### src/rtl/bmdma_pkg.sv
package bmdma_pkg;

    localparam int DATA_W  = 32;
    localparam int REG_W   = 8;
    localparam int CH_SPAN = 3;          // log2 of bytes per channel window

    localparam int CMD_RUN = 0;
    localparam int CMD_DIR = 3;
    localparam int ST_ACT  = 0;
    localparam int ST_ERR  = 1;
    localparam int ST_IRQ  = 2;

    localparam logic [2:0] OFS_CMD = 3'd0;
    localparam logic [2:0] OFS_STS = 3'd2;
    localparam logic [2:0] OFS_PTR = 3'd4;

    localparam logic [REG_W-1:0] STS_RESET = 8'h60;

    typedef enum logic [1:0] {
        SZ_BYTE = 2'd0,
        SZ_HALF = 2'd1,
        SZ_WORD = 2'd2,
        SZ_RSVD = 2'd3
    } acc_size_e;

    typedef struct packed {
        logic cmd_wr;
        logic sts_wr;
        logic ptr_wr;
    } chan_wr_t;

    // direction is frozen while the run bit is held
    function automatic logic [REG_W-1:0] cmd_merge(input logic [REG_W-1:0] cur,
                                                   input logic [REG_W-1:0] wr);
        logic [REG_W-1:0] r;
        r = wr;
        if (cur[CMD_RUN]) r[CMD_DIR] = cur[CMD_DIR];
        return r;
    endfunction

    // active is read-only, error and interrupt clear on a written one
    function automatic logic [REG_W-1:0] sts_merge(input logic [REG_W-1:0] cur,
                                                   input logic [REG_W-1:0] wr);
        logic [REG_W-1:0] r;
        r = wr;
        r[ST_ACT] = cur[ST_ACT];
        r[ST_ERR] = cur[ST_ERR] & ~wr[ST_ERR];
        r[ST_IRQ] = cur[ST_IRQ] & ~wr[ST_IRQ];
        return r;
    endfunction

endpackage

### src/rtl/bmdma_decode.sv
module bmdma_decode
    import bmdma_pkg::*;
#(
    parameter int NUM_CH = 2,
    parameter int ADDR_W = 4
) (
    input  logic                  bm_en,
    input  logic                  req_valid,
    input  logic                  req_write,
    input  logic [ADDR_W-1:0]     req_addr,
    input  logic [1:0]            req_size,
    output chan_wr_t [NUM_CH-1:0] wr
);
    localparam int CH_IDX_W = ADDR_W - CH_SPAN;

    logic [CH_IDX_W-1:0] ch_idx;
    logic [2:0]          ofs;
    acc_size_e           sz;
    logic                wr_ok;

    assign ch_idx = req_addr[ADDR_W-1:CH_SPAN];
    assign ofs    = req_addr[CH_SPAN-1:0];
    assign sz     = acc_size_e'(req_size);
    assign wr_ok  = bm_en & req_valid & req_write;

    always_comb begin
        for (int c = 0; c < NUM_CH; c++) begin
            wr[c].cmd_wr = wr_ok && (ch_idx == CH_IDX_W'(c)) && (ofs == OFS_CMD) && (sz == SZ_BYTE);
            wr[c].sts_wr = wr_ok && (ch_idx == CH_IDX_W'(c)) && (ofs == OFS_STS) && (sz == SZ_BYTE);
            wr[c].ptr_wr = wr_ok && (ch_idx == CH_IDX_W'(c)) && (ofs == OFS_PTR) && (sz == SZ_WORD);
        end
    end
endmodule

### src/rtl/bmdma_chan.sv
module bmdma_chan
    import bmdma_pkg::*;
(
    input  logic              clk,
    input  logic              rst,
    input  chan_wr_t          wr,
    input  logic [DATA_W-1:0] wdata,
    input  logic              done,
    input  logic              drv_sel,
    output logic [REG_W-1:0]  cmd_q,
    output logic [REG_W-1:0]  sts_q,
    output logic [DATA_W-1:0] ptr_q,
    output logic              start_p,
    output logic              abort_p,
    output logic              unit_q
);
    logic [REG_W-1:0]  cmd_n, sts_n, cmd_m;
    logic [DATA_W-1:0] ptr_n;
    logic              go, stop;

    always_comb begin
        cmd_n = cmd_q;
        sts_n = sts_q;
        ptr_n = ptr_q;
        go    = 1'b0;
        stop  = 1'b0;
        cmd_m = cmd_merge(cmd_q, wdata[REG_W-1:0]);
        if (wr.cmd_wr) begin
            if (!cmd_q[CMD_RUN] && cmd_m[CMD_RUN]) begin
                go            = 1'b1;
                sts_n[ST_ACT] = 1'b1;
            end
            if (cmd_q[CMD_RUN] && !cmd_m[CMD_RUN]) begin
                stop          = 1'b1;
                sts_n[ST_ACT] = 1'b0;
            end
            cmd_n = cmd_m;
        end
        if (wr.sts_wr) sts_n = sts_merge(sts_q, wdata[REG_W-1:0]);
        if (wr.ptr_wr) ptr_n = wdata & ~DATA_W'(3);
        // completion is applied last so it wins over any write
        if (done) begin
            cmd_n[CMD_RUN] = 1'b0;
            sts_n[ST_ACT]  = 1'b0;
            sts_n[ST_IRQ]  = 1'b1;
        end
    end

    always_ff @(posedge clk) begin
        if (rst) begin
            cmd_q   <= '0;
            sts_q   <= STS_RESET;
            ptr_q   <= '0;
            start_p <= 1'b0;
            abort_p <= 1'b0;
            unit_q  <= 1'b0;
        end else begin
            cmd_q   <= cmd_n;
            sts_q   <= sts_n;
            ptr_q   <= ptr_n;
            start_p <= go & ~done;
            abort_p <= stop;
            if (go | stop) unit_q <= drv_sel;
        end
    end
endmodule

### src/rtl/bmdma_rdmux.sv
module bmdma_rdmux
    import bmdma_pkg::*;
#(
    parameter int NUM_CH = 2,
    parameter int ADDR_W = 4
) (
    input  logic [ADDR_W-1:0]        addr,
    input  logic [NUM_CH*REG_W-1:0]  cmd_all,
    input  logic [NUM_CH*REG_W-1:0]  sts_all,
    input  logic [NUM_CH*DATA_W-1:0] ptr_all,
    output logic [DATA_W-1:0]        rdata
);
    localparam int CH_IDX_W = ADDR_W - CH_SPAN;

    logic [CH_IDX_W-1:0] ch_idx;
    logic [2:0]          ofs;

    assign ch_idx = addr[ADDR_W-1:CH_SPAN];
    assign ofs    = addr[CH_SPAN-1:0];

    always_comb begin
        rdata = '0;
        for (int c = 0; c < NUM_CH; c++) begin
            if (ch_idx == CH_IDX_W'(c)) begin
                case (ofs)
                    OFS_CMD: rdata = DATA_W'(cmd_all[c*REG_W +: REG_W]);
                    OFS_STS: rdata = DATA_W'(sts_all[c*REG_W +: REG_W]);
                    OFS_PTR: rdata = ptr_all[c*DATA_W +: DATA_W];
                    default: rdata = '0;
                endcase
            end
        end
    end
endmodule

### src/rtl/bmdma_regfile.sv
module bmdma_regfile
    import bmdma_pkg::*;
#(
    parameter int NUM_CH = 2,
    parameter int ADDR_W = 4
) (
    input  logic                     clk,
    input  logic                     rst,
    input  logic                     bm_en,
    input  logic                     req_valid,
    input  logic                     req_write,
    input  logic [ADDR_W-1:0]        req_addr,
    input  logic [1:0]               req_size,
    input  logic [DATA_W-1:0]        req_wdata,
    output logic [DATA_W-1:0]        rd_data,
    input  logic [NUM_CH-1:0]        drv_sel,
    input  logic [NUM_CH-1:0]        dma_done,
    output logic [NUM_CH-1:0]        dma_start,
    output logic [NUM_CH-1:0]        dma_abort,
    output logic [NUM_CH-1:0]        dma_unit,
    output logic [NUM_CH*DATA_W-1:0] dma_ptr
);
    chan_wr_t [NUM_CH-1:0]    wr;
    logic [NUM_CH*REG_W-1:0]  cmd_all;
    logic [NUM_CH*REG_W-1:0]  sts_all;

    bmdma_decode #(.NUM_CH(NUM_CH), .ADDR_W(ADDR_W)) dec_i (
        .bm_en     (bm_en),
        .req_valid (req_valid),
        .req_write (req_write),
        .req_addr  (req_addr),
        .req_size  (req_size),
        .wr        (wr)
    );

    for (genvar c = 0; c < NUM_CH; c++) begin : g_ch
        bmdma_chan ch_i (
            .clk     (clk),
            .rst     (rst),
            .wr      (wr[c]),
            .wdata   (req_wdata),
            .done    (dma_done[c]),
            .drv_sel (drv_sel[c]),
            .cmd_q   (cmd_all[c*REG_W +: REG_W]),
            .sts_q   (sts_all[c*REG_W +: REG_W]),
            .ptr_q   (dma_ptr[c*DATA_W +: DATA_W]),
            .start_p (dma_start[c]),
            .abort_p (dma_abort[c]),
            .unit_q  (dma_unit[c])
        );
    end

    bmdma_rdmux #(.NUM_CH(NUM_CH), .ADDR_W(ADDR_W)) rd_i (
        .addr    (req_addr),
        .cmd_all (cmd_all),
        .sts_all (sts_all),
        .ptr_all (dma_ptr),
        .rdata   (rd_data)
    );
endmodule

### config.mk
export PLATFORM = sky130hd
export DESIGN_NAME = bmdma_regfile
export DESIGN_NICKNAME = d
export VERILOG_FILES = /design/src/rtl/bmdma_pkg.sv /design/src/rtl/bmdma_decode.sv /design/src/rtl/bmdma_chan.sv /design/src/rtl/bmdma_rdmux.sv /design/src/rtl/bmdma_regfile.sv
export SDC_FILE = /design/constraint.sdc
export NUM_CORES = 1
export LEC_CHECK = 0
export ABC_CLOCK_PERIOD_IN_PS = 2800
export BUFFER_PORTS_ARGS = -buffer_cell sky130_fd_sc_hd__buf_2
export CAP_MARGIN = 25
export CORE_MARGIN = 10
export CORE_UTILIZATION = 40
export CTS_BUF_LIST = sky130_fd_sc_hd__clkbuf_4 sky130_fd_sc_hd__clkbuf_8
export DETAILED_ROUTE_END_ITERATION = 8
export GPL_TIMING_DRIVEN = 0
export SLEW_MARGIN = 15
export SYNTH_ARGS = -nofsm -noshare
export SYNTH_HDL_FRONTEND = slang
export SYNTH_SLANG_ARGS = --single-unit
### constraint.sdc
create_clock -name clk -period 2.8 [get_ports clk]
set_input_delay 0.14 -clock clk [delete_from_list [all_inputs] [get_ports clk]]
set_output_delay 0.14 -clock clk [all_outputs]
set_load 0.03 [all_outputs]
==> out/metrics.cfg <==
[yosys]
syn_inst=508
yosys_warnings=0
synth.avg_cell_area_um2=9.86
synth-seq-area-share=0.392
synth_area_um2=5010
ys_ff_latch=98
ys_types=39

[critical_path]
crit_path_end_kind=output port
cp_data_arrival_time_ps=1880
worstPathRequired_ps=2660
critical_path.startpoint_type=input port
crit_path_max_fanout=10
worstSetupPathType=in -> out

[power]
ir_worst_vdd_uv=192
p_leak_uw=0.00298
power_density_nw_per_um2=423

[timing]
worstMarginPinSlew_ps=981
hold_slack_ps=36.0
setup_violations=0
rsz0062_at_grt=no
finalCritPeriodShare=0.722
relSlewSlack=0.342
setup_ws_ps=778
post-route-min-period_ps=2020
hold_viol=0
max_freq_mhz=494
tns_ps=0
fin_skew_ps=3.46
drv_slew=0

[clock_tree]
cts_tree=built
clockBufferDepth=2
cts_inserted_buffers=9
htreeDepth=3
root_buffer=clkbuf_8
cts_sinks=98
clk_latency_ps=360
ctsResizeCount=0
path_clk_slew_ps=90

[global_routing]
use_met3=0.0476
grt_pass1_wl_um=23900
grt_usage=0.168
gr-usage-met2=0.285
met1_usage=0.199
grt-busiest-layer=met2
grt_pass1_vias=4428
grt_max_degree=15
antenna_found_initial=1
grt_overflow=0

[route]
via_count=4129
drt-pass1-iter-count=4
routedWlPerCell_um=18.1
vias_per_cell=4.91
drc=0
drtIter0Drc=316
wl_um=15200
drtAntennaViolNets=0

[place]
place_hpwl_um=11500
pre_cts_ws_ps=756
io_buffers=143
place_area_um2=5950
gp_congestion=0.827

[floorplan]
row_count=40
die_h_um=132
dieArea_um2=17400
core_area_um2=12200
start_util=0.412
dieWidth_um=132
ios=149

[layout]
syn_to_final_growth_pct=23.3
drive_above_1_share=0.324
final_nets=718
design_area_um2=6180

[run_status]
outcome=completed

[worst_hold_path]
hold_class=in -> reg

[run]
max_cap_viol_count=0

cell usage after synthesis:
master	number	area (um2)
buf_1	1	3.75
nor3_1	4	20.0
mux2i_1	111	1110
and4b_1	1	10.0
and3_1	3	18.8
a311oi_1	8	70.1
nor2_1	38	143
mux2_2	12	135
o41ai_1	4	35.0
nor3b_1	2	15.0
nand2b_1	85	532
and4_1	1	8.76
ha_1	4	50.1
or2b_1	11	82.6
a221oi_1	6	52.6
or3_1	2	12.5
buf_6	4	45.0
a21oi_1	2	10.0
nor4_1	2	12.5
nand3_1	4	20.0
nand4_1	2	12.5
or2b_2	19	166
nand4b_1	1	8.76
buf_2	4	20.0
mux4_2	2	45.0
or2_1	1	6.26
inv_1	11	41.3
o2111ai_1	1	8.76
dfxtp_1	98	1960
buf_4	12	90.1
o311a_1	2	20.0
conb_1	1	3.75
clkbuf_1	22	82.6
or3_2	1	7.51
nand2_1	19	71.3
buf_8	2	30.0
nor2b_1	2	12.5
nor3_2	2	20.0
clkbuf_8	1	13.8
flip-flops by register name, indices dropped and copies added, names as in the netlist:
signal	flops
g_ch.ch_i.ptr_q	60
g_ch.ch_i.cmd_q	16
g_ch.ch_i.sts_q	16
g_ch.ch_i.abort_p	2
g_ch.ch_i.start_p	2
g_ch.ch_i.unit_q	2
layout by cell type, fill, tap and decap left out, drive strengths merged, types with 3 or more instances in the layout:
cell type | Yosys | routed
nand3 | 4 | 4
clkbuf | 23 | 37
ha | 4 | 4
a221oi | 6 | 6
nand2 | 19 | 19
nor3 | 6 | 6
o41ai | 4 | 4
buf | 23 | 166
dfxtp | 98 | 98
mux2 | 12 | 12
nand2b | 85 | 85
mux2i | 111 | 111
or2b | 30 | 30
inv | 11 | 11
or3 | 3 | 3
and3 | 3 | 3
a311oi | 8 | 8
conb | 1 | 4
nor2 | 38 | 38
path summary, 6_finish.rpt:
check / slack, ps / endpoint / cells after the start / from
worst max-delay path: 780 / rd_data[7] / 7 / req_addr[1]
worst min-delay path: 40 / g_ch[0].ch_i.unit_q$_SDFFE_PP0P_ / 3 / drv_sel[0]
worst max register to register: 1500 / g_ch[0].ch_i.sts_q[0]$_SDFFE_PP0P_ / 3 / g_ch[0].ch_i.cmd_q[0]$_SDFFE_PP0P_
worst min register to register: 470 / g_ch[0].ch_i.sts_q[1]$_SDFFE_PP0P_ / 2 / g_ch[0].ch_i.sts_q[1]$_SDFFE_PP0P_
per-stage QoR:
stage,util,std cells,total power [uW]
6_report,0.508,841,2610
2_1_floorplan,-,511,1580
3_3_place_gp,0.489,822,1670
3_5_place_dp,0.489,822,1670
5_1_grt,0.508,841,2730
4_1_cts,0.508,840,2640
cell families (layout without fill, tap and decap cells):
family          after synthesis  in the layout  share of synthesized area
compound gates               23             23                     0.0392
fa+ha+maj                     4              4                    0.00999
buf+inv                      57            218                     0.0652
flops                        98             98                      0.392
mux                         125            125                      0.258
other cells                   1              5                   0.000749
simple gates                200            200                      0.236
per-layer routing:
layer,vias to the layer above,part of all wire
li1,2035,-
met5,-,0
met4,0,0.014
met3,15,0.070
met1,1947,0.44
met2,132,0.48
power breakdown:
part / total (uW) / leakage, uW / switching, uW / internal, uW
registers: 1400 / 0.000790 / 2.49 / 1400
clock network: 973 / 0.000111 / 481 / 492
logic: 242 / 0.00208 / 145 / 97.0
layout make-up:
class / count / area [um2]
Fill cell: 1158 / 5980
Sequential cell: 98 / 1960
Tap cell: 168 / 210
Multi-Input combinational cell: 356 / 2730
Timing Repair Buffer: 145 / 736
Antenna cell: 1 / 2.50
Buffer: 46 / 285
Clock buffer: 14 / 174
Clock inverter: 2 / 35.0
Inverter: 11 / 41.3
worst max-delay path, cell delays in order:
cell,delay [ps]
buf_2,80
buf_2,210
nor2b_1,240
clkbuf_1,420
a221oi_1,170
a311oi_1,330
buf_2,270
timing repair:
item	CTS	global route
hold buffers	2	0
endpoints found under the hold margin	4	0
buffers inserted	0	0
No activity file was read; power rests on OpenSTA's default activity.
